--- config.mk ---
export PLATFORM = sky130hd
export DESIGN_NAME = gpio_port_bank
export DESIGN_NICKNAME = d
export VERILOG_FILES = /design/src/rtl/gpio_bank_pkg.sv /design/src/rtl/gpio_ctl_reg.sv /design/src/rtl/gpio_in_sync.sv /design/src/rtl/gpio_pin_mux.sv /design/src/rtl/gpio_port_bank.sv
export SDC_FILE = /design/constraint.sdc
export NUM_CORES = 1
export LEC_CHECK = 0
export BUFFER_PORTS_ARGS = -buffer_cell sky130_fd_sc_hd__buf_2
export CAP_MARGIN = 20
export CORE_ASPECT_RATIO = 1.5
export CORE_UTILIZATION = 30
export DETAILED_ROUTE_END_ITERATION = 12
export GPL_ROUTABILITY_DRIVEN = 0
export PLACE_DENSITY = 0.59
export SLEW_MARGIN = 5
export SYNTH_ARGS = -nofsm -noshare
export SYNTH_HDL_FRONTEND = slang
export SYNTH_HIERARCHICAL = 1
export SYNTH_SLANG_ARGS = --single-unit
--- constraint.sdc ---
create_clock -name clk -period 1.93 [get_ports clk]
set_input_delay 0.2895 -clock clk [delete_from_list [all_inputs] [get_ports clk]]
set_output_delay 0.2895 -clock clk [all_outputs]
set_load 0.01 [all_outputs]
--- src/rtl/gpio_bank_pkg.sv ---
package gpio_bank_pkg;

    localparam int ADDR_W  = 6;
    localparam int IDX_W   = ADDR_W - 2;
    localparam int NUM_CTL = 3;

    typedef logic [IDX_W-1:0] widx_t;

    // Word indices; each control register owns three consecutive words
    localparam widx_t IX_EN      = 4'd0;
    localparam widx_t IX_EN_SET  = 4'd1;
    localparam widx_t IX_EN_CLR  = 4'd2;
    localparam widx_t IX_OE      = 4'd3;
    localparam widx_t IX_OE_SET  = 4'd4;
    localparam widx_t IX_OE_CLR  = 4'd5;
    localparam widx_t IX_OUT     = 4'd6;
    localparam widx_t IX_OUT_SET = 4'd7;
    localparam widx_t IX_OUT_CLR = 4'd8;
    localparam widx_t IX_PIN     = 4'd9;

    typedef enum logic {
        ST_IDLE = 1'b0,
        ST_RESP = 1'b1
    } bus_state_t;

    function automatic widx_t ctl_base(input int k);
        return widx_t'(3 * k);
    endfunction

endpackage

--- src/rtl/gpio_ctl_reg.sv ---
module gpio_ctl_reg
    import gpio_bank_pkg::*;
#(
    parameter int    NPINS = 16,
    parameter widx_t BASE  = '0
) (
    input  logic             clk,
    input  logic             rst_n,
    input  logic             wr_stb,
    input  widx_t            idx,
    input  logic [NPINS-1:0] wdata,
    output logic [NPINS-1:0] q
);

    localparam widx_t SET_IX = BASE + widx_t'(1);
    localparam widx_t CLR_IX = BASE + widx_t'(2);

    logic [NPINS-1:0] nxt;

    always_comb begin
        nxt = q;
        if (wr_stb) begin
            if (idx == BASE) begin
                nxt = wdata;
            end else if (idx == SET_IX) begin
                nxt = q | wdata;
            end else if (idx == CLR_IX) begin
                nxt = q & ~wdata;
            end
        end
    end

    always_ff @(posedge clk or negedge rst_n) begin
        if (!rst_n) begin
            q <= '0;
        end else begin
            q <= nxt;
        end
    end

endmodule

--- src/rtl/gpio_in_sync.sv ---
module gpio_in_sync #(
    parameter int NPINS  = 16,
    parameter int STAGES = 2
) (
    input  logic             clk,
    input  logic             rst_n,
    input  logic [NPINS-1:0] pin,
    output logic [NPINS-1:0] pin_sync
);

    logic [STAGES-1:0][NPINS-1:0] chain;

    always_ff @(posedge clk or negedge rst_n) begin
        if (!rst_n) begin
            chain <= '0;
        end else begin
            chain <= {chain[STAGES-2:0], pin};
        end
    end

    assign pin_sync = chain[STAGES-1];

endmodule

--- src/rtl/gpio_pin_mux.sv ---
module gpio_pin_mux #(
    parameter int NPINS = 16
) (
    input  logic [NPINS-1:0] en,
    input  logic [NPINS-1:0] oe,
    input  logic [NPINS-1:0] dout,
    output logic [NPINS-1:0] sel_gpio,
    output logic [NPINS-1:0] pad_oe,
    output logic [NPINS-1:0] pad_out
);

    for (genvar p = 0; p < NPINS; p++) begin : g_pin
        logic drive;
        assign drive       = en[p] & oe[p];
        assign sel_gpio[p] = en[p];
        assign pad_oe[p]   = drive;
        assign pad_out[p]  = drive & dout[p];
    end

endmodule

--- src/rtl/gpio_port_bank.sv ---
module gpio_port_bank
    import gpio_bank_pkg::*;
#(
    parameter int NPINS  = 16,
    parameter int DATA_W = 32
) (
    input  logic              clk,
    input  logic              rst_n,
    input  logic              wr_req,
    input  logic              rd_req,
    input  logic [ADDR_W-1:0] addr,
    input  logic [DATA_W-1:0] wdata,
    output logic              rd_valid,
    output logic [DATA_W-1:0] rdata,
    input  logic [NPINS-1:0]  pin_in,
    output logic [NPINS-1:0]  pad_sel_gpio,
    output logic [NPINS-1:0]  pad_oe,
    output logic [NPINS-1:0]  pad_out
);

    widx_t            idx;
    logic             rd_take;
    logic [NPINS-1:0] ctl_q [NUM_CTL];
    logic [NPINS-1:0] en_q;
    logic [NPINS-1:0] oe_q;
    logic [NPINS-1:0] out_q;
    logic [NPINS-1:0] pin_s;
    logic [DATA_W-1:0] rd_word;
    logic [DATA_W-1:0] rdata_q;
    bus_state_t       state_q;
    bus_state_t       state_d;
    logic             unused_bits;

    assign idx         = addr[ADDR_W-1:2];
    assign rd_take     = rd_req & ~wr_req;
    assign unused_bits = ^{wdata, addr[1:0]};

    // Three control registers, each with direct/set/clear words
    for (genvar k = 0; k < NUM_CTL; k++) begin : g_ctl
        gpio_ctl_reg #(
            .NPINS(NPINS),
            .BASE (ctl_base(k))
        ) u_reg (
            .clk   (clk),
            .rst_n (rst_n),
            .wr_stb(wr_req),
            .idx   (idx),
            .wdata (wdata[NPINS-1:0]),
            .q     (ctl_q[k])
        );
    end

    assign en_q  = ctl_q[0];
    assign oe_q  = ctl_q[1];
    assign out_q = ctl_q[2];

    gpio_in_sync #(
        .NPINS (NPINS),
        .STAGES(2)
    ) u_sync (
        .clk     (clk),
        .rst_n   (rst_n),
        .pin     (pin_in),
        .pin_sync(pin_s)
    );

    gpio_pin_mux #(
        .NPINS(NPINS)
    ) u_mux (
        .en      (en_q),
        .oe      (oe_q),
        .dout    (out_q),
        .sel_gpio(pad_sel_gpio),
        .pad_oe  (pad_oe),
        .pad_out (pad_out)
    );

    // Read word selection
    always_comb begin
        rd_word = '0;
        case (idx)
            IX_EN, IX_EN_SET, IX_EN_CLR:    rd_word[NPINS-1:0] = en_q;
            IX_OE, IX_OE_SET, IX_OE_CLR:    rd_word[NPINS-1:0] = oe_q;
            IX_OUT, IX_OUT_SET, IX_OUT_CLR: rd_word[NPINS-1:0] = out_q;
            IX_PIN:                         rd_word[NPINS-1:0] = pin_s;
            default:                        rd_word = '0;
        endcase
    end

    // Bus FSM: state register
    always_ff @(posedge clk or negedge rst_n) begin
        if (!rst_n) begin
            state_q <= ST_IDLE;
        end else begin
            state_q <= state_d;
        end
    end

    // Bus FSM: next state
    always_comb begin
        state_d = state_q;
        unique case (state_q)
            ST_IDLE: state_d = rd_take ? ST_RESP : ST_IDLE;
            ST_RESP: state_d = rd_take ? ST_RESP : ST_IDLE;
            default: state_d = ST_IDLE;
        endcase
    end

    // Bus FSM: outputs
    always_ff @(posedge clk or negedge rst_n) begin
        if (!rst_n) begin
            rdata_q <= '0;
        end else begin
            rdata_q <= rd_take ? rd_word : '0;
        end
    end

    assign rd_valid = (state_q == ST_RESP);
    assign rdata    = rdata_q;

endmodule

# After elaboration in Yosys (flattened, before gate mapping)

Index checks and enable logic that the tools add are counted.

Register bits after elaboration: 97
Input bits: 58
Output and inout port bits: 81
Logic and storage cells: 79

Equal/unequal tests: 9
Multiplexer cells: 12
Bitwise operators: 41
Reduce and logical (&&, ||, !) cells: 10

Operators with widths:

| cell                                                 | number |
|---|---|
| 2-to-1 mux 16 bit                                    | 10 |
| one-hot mux 16 bit (4 select lines)                  | 1 |
| bitwise AND 16 bit                                   | 3 |
| bitwise OR 16 bit                                    | 3 |
| bitwise AND 1 bit                                    | 33 |
| equality test 4 x 3 -> 1 bit (second input constant) | 4 |
| inverter 16 bit                                      | 1 |
| nonzero test 3 bit                                   | 3 |
| OR reduction 3 bit                                   | 3 |
| equality test 4 x 2 -> 1 bit (second input constant) | 2 |
| equality test 4 bit (second input constant)          | 2 |
| AND reduction 2 bit                                  | 3 |
| equality test 4 x 1 -> 1 bit (second input constant) | 1 |
| zero test 4 bit                                      | 1 |
| 2-to-1 mux 1 bit                                     | 1 |
| inverter 1 bit                                       | 1 |

# Depth between registers and ports, before layout

Gate-level depths: netlist (run 1).

Depth after elaboration: 5
Mapped depth: 6
Mapped depth without buffers: 4

# By module

The synthesis (run 1) kept the hierarchy.

Modules (own cells, without submodules):

| module                         | instances | cells an instance | area each (sq um) | seq. area each (sq um) |
|---|---|---|---|---|
| gpio_port_bank                 | 1         | 118               | 1188.6            | 425.4 |
| gpio_in_sync                   | 1         | 48                | 920.9             | 800.8 |
| gpio_ctl_reg at g_ctl[1].u_reg | 1         | 92                | 888.4             | 400.4 |
| gpio_ctl_reg at g_ctl[2].u_reg | 1         | 61                | 799.5             | 400.4 |
| gpio_ctl_reg at g_ctl[0].u_reg | 1         | 57                | 725.7             | 400.4 |
| gpio_pin_mux                   | 1         | 64                | 440.4             | 0.0 |

# Worst setup path after synthesis (run 1)

OpenSTA, ideal clock, no wires.

Kind: input -> register
Start: in addr[4]
End: reg rdata_q[10], in the netlist rdata[10]
Setup time: 0.078 ns
Data arrival time: 1.370 ns
Data required time: 1.852 ns
Slack: 0.482 ns
Stages on the path: 6
Buffers on the path: 2
Path through: buf_2 > nand3b_1 > a21oi_1 > buf_6 > a22oi_2 > a21oi_2

Cells in the longest elaborated chain, start to end: 4
Elaborated cells on any way between the ends: 15
Classes of those cells: eq/ne (9); mux (2); reduce/logical (4)

RTL lines:

| what                                              | line                  | source |
|---|---|---|
| from (decl)                                       | gpio_port_bank.sv:11  | `input logic [ADDR_W-1:0] addr,` |
| equality test 4 bit, or another cell as far along | gpio_port_bank.sv:81  | `case (idx)` |
| OR reduction 3 bit                                | gpio_port_bank.sv:81  |  |
| one-hot mux 16 bit (4 select lines) *             | gpio_port_bank.sv:81  |  |
| 2-to-1 mux 16 bit *                               | gpio_port_bank.sv:114 | `rdata_q <= rd_take ? rd_word : '0;` |
| to (signal assigned)                              | gpio_port_bank.sv:114 |  |
| to (decl)                                         | gpio_port_bank.sv:29  | `logic [DATA_W-1:0] rdata_q;` |

Mark *: on every way between the ends. The rest lies on a longest branch, timed or not.
A chain may end at the register's enable or synchronous reset.

==> results of run 1 <==
cells in the mapped netlist (all sizes together):
| master | n | area share [%] |
|---|---|---|
| a21o | 1 | 0.15 |
| a21oi | 18 | 2.6 |
| a22o | 32 | 5.6 |
| a22oi | 31 | 5.7 |
| and2 | 17 | 2.2 |
| and3 | 16 | 2.0 |
| and3b | 3 | 0.53 |
| and4bb | 1 | 0.25 |
| buf | 86 | 13 |
| clkbuf | 5 | 0.38 |
| conb | 1 | 0.076 |
| dfrtp | 97 | 49 |
| inv | 16 | 1.2 |
| nand2 | 20 | 1.5 |
| nand2b | 2 | 0.25 |
| nand3b | 2 | 0.55 |
| nand4b | 1 | 0.18 |
| nor2 | 1 | 0.076 |
| nor2b | 3 | 0.38 |
| nor3b | 3 | 0.91 |
| nor4b | 1 | 0.48 |
| o211ai | 32 | 4.8 |
| o21ai | 3 | 0.45 |
| o221ai | 32 | 5.6 |
| or2 | 15 | 1.9 |
| or4b | 1 | 0.20 |
path summary, 6_finish.rpt:
| kind | slack (ns) | depth (start not counted) | end | from |
|---|---|---|---|---|
| max reg2reg | 0.87 | 3 | rdata[3]$_DFF_PN0_ | flip-flop |
| max | 0.52 | 2 | pad_out[14] | flip-flop |
| max in group asynchronous | 0.78 | 3 | asynchronous set/reset pin | rst_n |
| min in group asynchronous | 0.41 | 2 | u_sync/chain[7]$_DFF_PN0_ | rst_n |
| min reg2reg | 0.35 | 0 | u_sync/pin_sync[2]$_DFF_PN0_ | u_sync/chain[2]$_DFF_PN0_ |
| min | 0.05 | 1 | u_sync/chain[7]$_DFF_PN0_ | pin_in[7] |
power breakdown:
part	total, uW	internal [uW]	switching [uW]
Combinational	925	444	482
Sequential	2590	2290	302
Clock	1690	917	778
Total	5210	3650	1560
critical path, stage by stage, from the launching register on:
cell and delay [ns]:
dfrtp_1 0.43, and3_1 0.21, buf_2 0.14
cell type report:
class | instances | area (um2) | share of cell area, %
clock inverters | 5 | 40.0 | 0.702
flip-flops and latches | 97 | 2430 | 42.5
well taps | 206 | 258 | 4.52
repair buffers | 134 | 801 | 14.0
multi-input cells | 251 | 1880 | 32.9
clock buffers | 11 | 243 | 4.25
inverters | 16 | 60.1 | 1.05
metrics by stage:
step | cells | hold WS, ns
6_report | 720 | 0.0481
5_1_grt | 720 | 0.0363
4_1_cts | 720 | 0.0410
3_5_place_dp | 703 | 0.242
3_3_place_gp | 703 | 0.235
2_1_floorplan | 455 | -0.00609
metal layers:
metal	vias up	GRT usage (%)	share of wire [%]
met5	-	0	0
met4	0	6.97	2.9
met3	23	2.62	5.1
met2	127	26.6	51
met1	1857	19.9	41
li1	1693	-	-
cell families (layout without fill, tap and decap cells):
kind of cell	count (synthesis)	after routing	synth area share, %
flip-flops	97	97	48.9
other	1	16	0.0756
AND/OR/NAND/NOR	86	86	11.4
buffers and inverters	107	166	14.6
AO/OA/AOI/OAI	149	149	25.0
==> impl_metrics.tcl, run 1 <==
set metrics [dict create \
    outcome "complete, no violations" \
    io_buffers 104 \
    cts.clk_slew.worst_paths_ns 0.07 \
    drc 0 \
    skew_ns 0.00677 \
    detailedPlace.worstSlack_ns 0.241 \
    fill_cells 1585 \
    finalHoldViolCount 0 \
    nNetsFinal 567 \
    postSynthAreaPerCell_um2 11.3 \
    die-area_um2 17100 \
    cts-resized-gates 0 \
    ys_seq_elements 97 \
    worstSkewPairLatency_ns 0.34 \
    drv_slew 0 \
    cts.hold.buffers_added 1 \
    grt_first_pass_wirelength_um 20900 \
    cts_setup_buffers 0 \
    power_uw 5210 \
    crit_required_ns 1.64 \
    fin_ws_ns 0.518 \
    core_area_um2 16200 \
    ios 139 \
    max_freq_ghz 0.708 \
    ys_warn_count 6 \
    final_cell_mix "103 x buf_2, 97 x dfrtp_1, 32 x o211ai_1, 32 x a22o_1, 32 x o221ai_1" \
    syn_to_final_growth_pct 15.0 \
    rsz0062_at_grt "no" \
    grt_overflow 0 \
    cap_violations 0 \
    antenna_found_initial 0 \
    arrival_ns 1.12 \
    grt_start_max_net_pins 41 \
    period_share_pct 73.1 \
    final_design_area_no_fill_um2 5710 \
    final_common_cell "buf_2" \
    setup_viol 0 \
    hold_class "in2reg" \
    cts-buffers-inserted 9 \
    die_h_um 160 \
    leakage_uw 0.00269 \
    wl_per_cell_um 18.2 \
    critPathKind "reg2out" \
    post-dp-hpwl_um 9360 \
    wirelength_um 13100 \
    htree_levels 3 \
    drt_iter0_drc 193 \
    diodes 0 \
    p_per_area_nw_per_um2 913 \
    fin_util_pct 35.3 \
    final_antenna_net_count 0 \
    grt_pass1_vias 3797 \
    vias 3700 \
    cts_tree "built" \
    via_per_inst 5.14 \
    grt_usage_pct 15.9 \
    critPathLaunchType "flip-flop" \
    synthDistinctLibCells 36 \
    ctsRootBufferMaster "clkbuf_16" \
    ys_seq_area_share_pct 48.9 \
    end_kind "primary output" \
    initial_core_util_pct 30.7 \
    cts.sinks 97 \
    cp_max_fo 5 \
    clock_path_buffers 2 \
    postPlaceCellArea_um2 5410 \
    tns_ns 0 \
    die_w_um 107 \
    core.rowCount 57 \
    drtPass1Iterations 5 \
    syn_area_um2 4960 \
    period_needed_ns 1.41 \
    max-vdd-ir-drop_mv 0.483 \
    drive_gt1_share_pct 37.4 \
    postSynthCellCount 440 \
]
Note: power is estimated with default switching activity, not from simulation.
==> run 2: changes to the inputs <==
==> constraint.sdc (replaced) <==
create_clock -name clk -period 1.36 [get_ports clk]
set_input_delay 0.204 -clock clk [delete_from_list [all_inputs] [get_ports clk]]
set_output_delay 0.204 -clock clk [all_outputs]
set_load 0.01 [all_outputs]
==> run 2 against run 1 <==
  * Power grew 46%
  * Die area unchanged
  * Count of clock-buffer cells in the layout stayed put
  * Cell count rose by 4.9%
  * Critical path depth unchanged
  * Critical path type unchanged
  * Largest cell class unchanged
  * Largest power group unchanged
==> impl_metrics.tcl, run 2 (same netlist as run 1, synthesis figures left out) <==
set metrics [dict create \
    p_per_area_nw_per_um2 1240 \
    initial_core_util_pct 30.7 \
    htree_levels 3 \
    max-vdd-ir-drop_mv 0.523 \
    cp_max_fo 3 \
    fill_cells 1581 \
    critPathLaunchType "flip-flop" \
    critPathKind "reg2out" \
    cts-buffers-inserted 9 \
    vias 3858 \
    grt_start_max_net_pins 29 \
    period_needed_ns 1.32 \
    wl_per_cell_um 18.3 \
    via_per_inst 5.11 \
    post-dp-hpwl_um 9900 \
    final_antenna_net_count 0 \
    grt_pass1_vias 3944 \
    finalHoldViolCount 0 \
    dpl.cell_count 722 \
    power_frac_comb_pct 19.0 \
    switching_power_uw 2260 \
    final_design_area_no_fill_um2 6110 \
    postPlaceCellArea_um2 5640 \
    arrival_ns 1.12 \
    hold_class "in2reg" \
    stdcell_count 755 \
    cts.sinks 97 \
    die_h_um 160 \
    skew_ns 0.00679 \
    drtPass1Iterations 4 \
    io_buffers 104 \
    setup_viol 0 \
    nNetsFinal 603 \
    hold_slack_ns 0.129 \
    wirelength_um 13800 \
    final_cell_mix "103 x buf_2, 92 x dfrtp_1, 39 x buf_4" \
    outcome "complete, no violations" \
    clock_path_buffers 2 \
    fin_ws_ns 0.0359 \
    die_w_um 107 \
    p_int_uw 5330 \
    power_frac_seq_pct 48.6 \
    busiest_layer "met2" \
    ios 139 \
    swShare_pct 29.8 \
    grtUsageMet2_pct 30.1 \
    use_met3_pct 3.27 \
    grt_first_pass_wirelength_um 21600 \
    die-area_um2 17100 \
    grt_util_met1_pct 19.7 \
    core.rowCount 57 \
    drive_gt1_share_pct 39.3 \
    drv_slew 0 \
    cts_tree "built" \
    detailedPlace.worstSlack_ns -0.174 \
    leakage_uw 0.00288 \
    cap_violations 0 \
    drt_iter0_drc 266 \
    diodes 0 \
    p_clk_share_pct 32.4 \
    crit_required_ns 1.16 \
    worstSkewPairLatency_ns 0.35 \
    ctsRootBufferMaster "clkbuf_16" \
    drc 0 \
    period_share_pct 97.4 \
    core_area_um2 16200 \
    syn_to_final_growth_pct 23.2 \
    max_freq_ghz 0.755 \
    antenna_found_initial 0 \
    rsz0062_at_grt "no" \
    fin_util_pct 37.8 \
    grt_usage_pct 16.9 \
    cts.clk_slew.worst_paths_ns 0.07 \
    grt_overflow 0 \
    end_kind "primary output" \
    final_common_cell "buf_2" \
]
## run 2: cell count changes in the layout (fill, tap and decap cells not counted), moves of 2 or more
cell / change
clkinvlp_4: -2
dfrtp_2: +5
buf_12: +7
buf_4: +13
dfrtp_1: -5
dlygate4sd3_1: +16
## run 2: metrics by stage
step | total power, uW | TNS, ns
after floorplan | 4620 | 0
after global placement | 5090 | -3.40
after detailed placement | 5140 | -4.91
after CTS | 7680 | 0
after global routing | 7940 | 0
final | 7600 | 0
## run 2: critical path, stage by stage, from the launching register on
cell	delay [ns]
dfrtp_1	0.42
and3_1	0.21
buf_2	0.14
## run 2: cell type report
cell class	instances	area (um2)	share of cell area, %
Sequential cell	97	2430	39.8
Multi-Input combinational cell	251	1880	30.7
Tap cell	206	258	4.22
Inverter	16	60.1	0.982
Clock buffer	11	253	4.13
Clock inverter	4	36.3	0.593
Timing Repair Buffer	170	1200	19.6
## run 2: repair_timing
item	4_1_cts	5_1_grt
endpoints found under the setup margin	5	4
hold endpoints to repair	36	0
hold buffers	17	0
resized for setup	3	2
buffers inserted	0	1
## run 2: layer usage
| metal | vias to the layer above | routed length, um |
|---|---|---|
| li1 | 1763 | - |
| met1 | 1934 | 5470 |
| met2 | 144 | 7320 |
| met3 | 17 | 774 |
| met4 | 0 | 265 |
| met5 | - | 0 |
## run 2: final timing paths
check / start / to / slack, ns / cells after the start
worst max-delay path: flip-flop / pad_out[3] / 0.04 / 2
min in group asynchronous: rst_n / u_sync/chain[5]$_DFF_PN0_ / 0.30 / 2
worst min register to register: u_sync/chain[14]$_DFF_PN0_ / u_sync/pin_sync[14]$_DFF_PN0_ / 0.35 / 0
max in group asynchronous: rst_n / asynchronous set/reset pin / 0.49 / 3
worst max register to register: flip-flop / rdata[3]$_DFF_PN0_ / 0.29 / 4
worst min-delay path: rd_req / rd_valid$_DFF_PN0_ / 0.13 / 2
## run 2: power by group through the flow
stage	Sequential, uW	Combinational [uW]	Clock, uW
final	3690	1450	2460
after global placement	3730	1360	0
after CTS	3690	1450	2540
after global routing	3740	1580	2630
after floorplan	3570	1050	0
after detailed placement	3740	1400	0
==> run 3: changes to the inputs <==
--- a/config.mk
+++ b/config.mk
@@ -5,13 +5,13 @@
 export SDC_FILE = /design/constraint.sdc
 export NUM_CORES = 1
 export LEC_CHECK = 0
-export BUFFER_PORTS_ARGS = -buffer_cell sky130_fd_sc_hd__buf_2
 export CAP_MARGIN = 20
 export CORE_ASPECT_RATIO = 1.5
 export CORE_UTILIZATION = 30
 export DETAILED_ROUTE_END_ITERATION = 12
+export DONT_BUFFER_PORTS = 1
 export GPL_ROUTABILITY_DRIVEN = 0
-export PLACE_DENSITY = 0.59
+export PLACE_DENSITY = 0.52
 export SLEW_MARGIN = 5
 export SYNTH_ARGS = -nofsm -noshare
 export SYNTH_HDL_FRONTEND = slang
==> run 3 against run 2 <==
  * The flow now finishes with violations (hold timing)
  * Power shrank 1.9%
  * Clock power increased by 9.8%
  * Highest routed layer unchanged
  * Sequential power rose by 2%
  * Die area unchanged
  * Setup slack hardly changed
  * Sequential share of layout area up 4.2 points
  * Utilization shrank 3.7 points
  * Largest power group unchanged
  * Wire length about the same
  * Via count shrank 11%
  * Clock skew decreased by 0.0025 ns
==> impl_metrics.tcl, run 3 (same netlist as run 1, synthesis figures left out) <==
set metrics [dict create \
    slew_headroom_pct 45.2 \
    final_antenna_net_count 0 \
    final_cell_mix "94 x dfrtp_1, 33 x dlygate4sd3_1, 32 x o211ai_1, 32 x a22o_1, 32 x o221ai_1" \
    wirelength_um 13800 \
    cts.clk_slew.worst_paths_ns 0.06 \
    skew_ns 0.00433 \
    fill_cells 1628 \
    io_buffers 0 \
    drc 0 \
    cts.sinks 97 \
    finalHoldViolCount 97 \
    cpPeakStageDelay_ns 0.40 \
    wl_per_cell_um 21.6 \
    swShare_pct 27.8 \
    via_per_inst 5.33 \
    cap_violations 0 \
    setup_viol 0 \
    cts-buffers-inserted 9 \
    p_per_area_nw_per_um2 1350 \
    worstSkewPairLatency_ns 0.34 \
    drv_slew 0 \
    drive_gt1_share_pct 19.8 \
    cp_max_fo 4 \
    htree_levels 3 \
    power_frac_comb_pct 13.2 \
    critPathKind "reg2out" \
    die_h_um 160 \
    period_share_pct 97.3 \
    critPathLaunchType "flip-flop" \
    clock_path_buffers 2 \
    cp_num_buf_inv 1 \
    max-vdd-ir-drop_mv 0.450 \
    slowest_stage "dfrtp_1" \
    ctsRootBufferMaster "clkbuf_16" \
    cts_setup_buffers 0 \
    post-dp-hpwl_um 9140 \
    outcome "finished with violations" \
    worst_pin_slew_ns 0.819 \
    leakage_uw 0.00232 \
    antenna_found_initial 0 \
    crit_required_ns 1.16 \
    grt_usage_pct 16.8 \
    diodes 0 \
    arrival_ns 1.12 \
    cp_cell_sequence "buf_4 -> and3_1" \
    nNetsFinal 490 \
    core_area_um2 16200 \
    p_clk_share_pct 36.3 \
    ios 139 \
    core.rowCount 57 \
    grt_first_pass_wirelength_um 21300 \
    hold_class "in2async" \
    r2r_slack_ns 0.24 \
    fin_util_pct 34.1 \
    rsz0062_at_grt "no" \
    end_kind "primary output" \
    switching_power_uw 2070 \
    fin_ws_ns 0.0362 \
    initial_core_util_pct 30.7 \
    cts_tree "built" \
    p_int_uw 5380 \
    drt_iter0_drc 209 \
    grt_pass1_vias 3626 \
    violations "hold timing" \
    max_freq_ghz 0.755 \
    drtPass1Iterations 4 \
    die_w_um 107 \
    grt_overflow 0 \
    cts.hold.buffers_added 33 \
    grt_start_max_net_pins 98 \
    tns_ns 0 \
    hold_slack_ns -0.449 \
    vias 3415 \
    detailedPlace.worstSlack_ns -0.0933 \
    power_frac_seq_pct 50.6 \
    syn_to_final_growth_pct 11.2 \
    die-area_um2 17100 \
    cp_top_family "flip-flops" \
    period_needed_ns 1.32 \
    final_common_cell "dfrtp_1" \
]
run 3: power groups by stage:
stage	combinational, uW	clock, uW	sequential [uW]
final	980	2700	3770
after global routing	1070	2870	3820
after detailed placement	890	0	3820
after CTS	986	2770	3770
after global placement	869	0	3810
after floorplan	1050	0	3570
run 3: worst paths after layout:
path                                                 from                      endpoint  depth (start not counted)
worst min register to register  u_sync/chain[1]$_DFF_PN0_  u_sync/pin_sync[1]$_DFF_PN0_                          0
worst min-delay path                                rst_n     u_sync/chain[8]$_DFF_PN0_                          0
min in group clk                                   rd_req            rd_valid$_DFF_PN0_                          1
worst max-delay path                            flip-flop                    pad_out[4]                          2
max in group asynchronous                           rst_n    asynchronous set/reset pin                          0
worst max register to register                  flip-flop            rdata[1]$_DFF_PN0_                          3
run 3: metrics by stage:
step,total power [uW],hold WS [ns],instances,instance area (um2)
2_1_floorplan,4620,-0.0916,455,5020
3_5_place_dp,4710,-0.0886,594,4880
4_1_cts,7520,-0.466,641,5520
6_report,7450,-0.449,641,5520
3_3_place_gp,4680,-0.0891,594,4880
5_1_grt,7760,-0.464,641,5520
run 3: metal layers:
metal,global-route usage [%],part of all wire (%)
met1,19.4,38
met2,28.5,52
met3,4.63,6.9
met4,7.72,2.8
met5,0,0
run 3: what timing repair did:
action                                  CTS  global route
gates resized for setup                   0             4
endpoints found under the hold margin   146            97
endpoints found under the setup margin    0            11
run 3: cell type report:
type	count	area (um2)	area share, %
Tap cell	206	258	4.67
Multi-Input combinational cell	251	1880	34.1
Clock inverter	5	81.3	1.47
Sequential cell	97	2430	44.0
Clock buffer	9	225	4.08
Timing Repair Buffer	57	586	10.6
Inverter	16	60.1	1.09
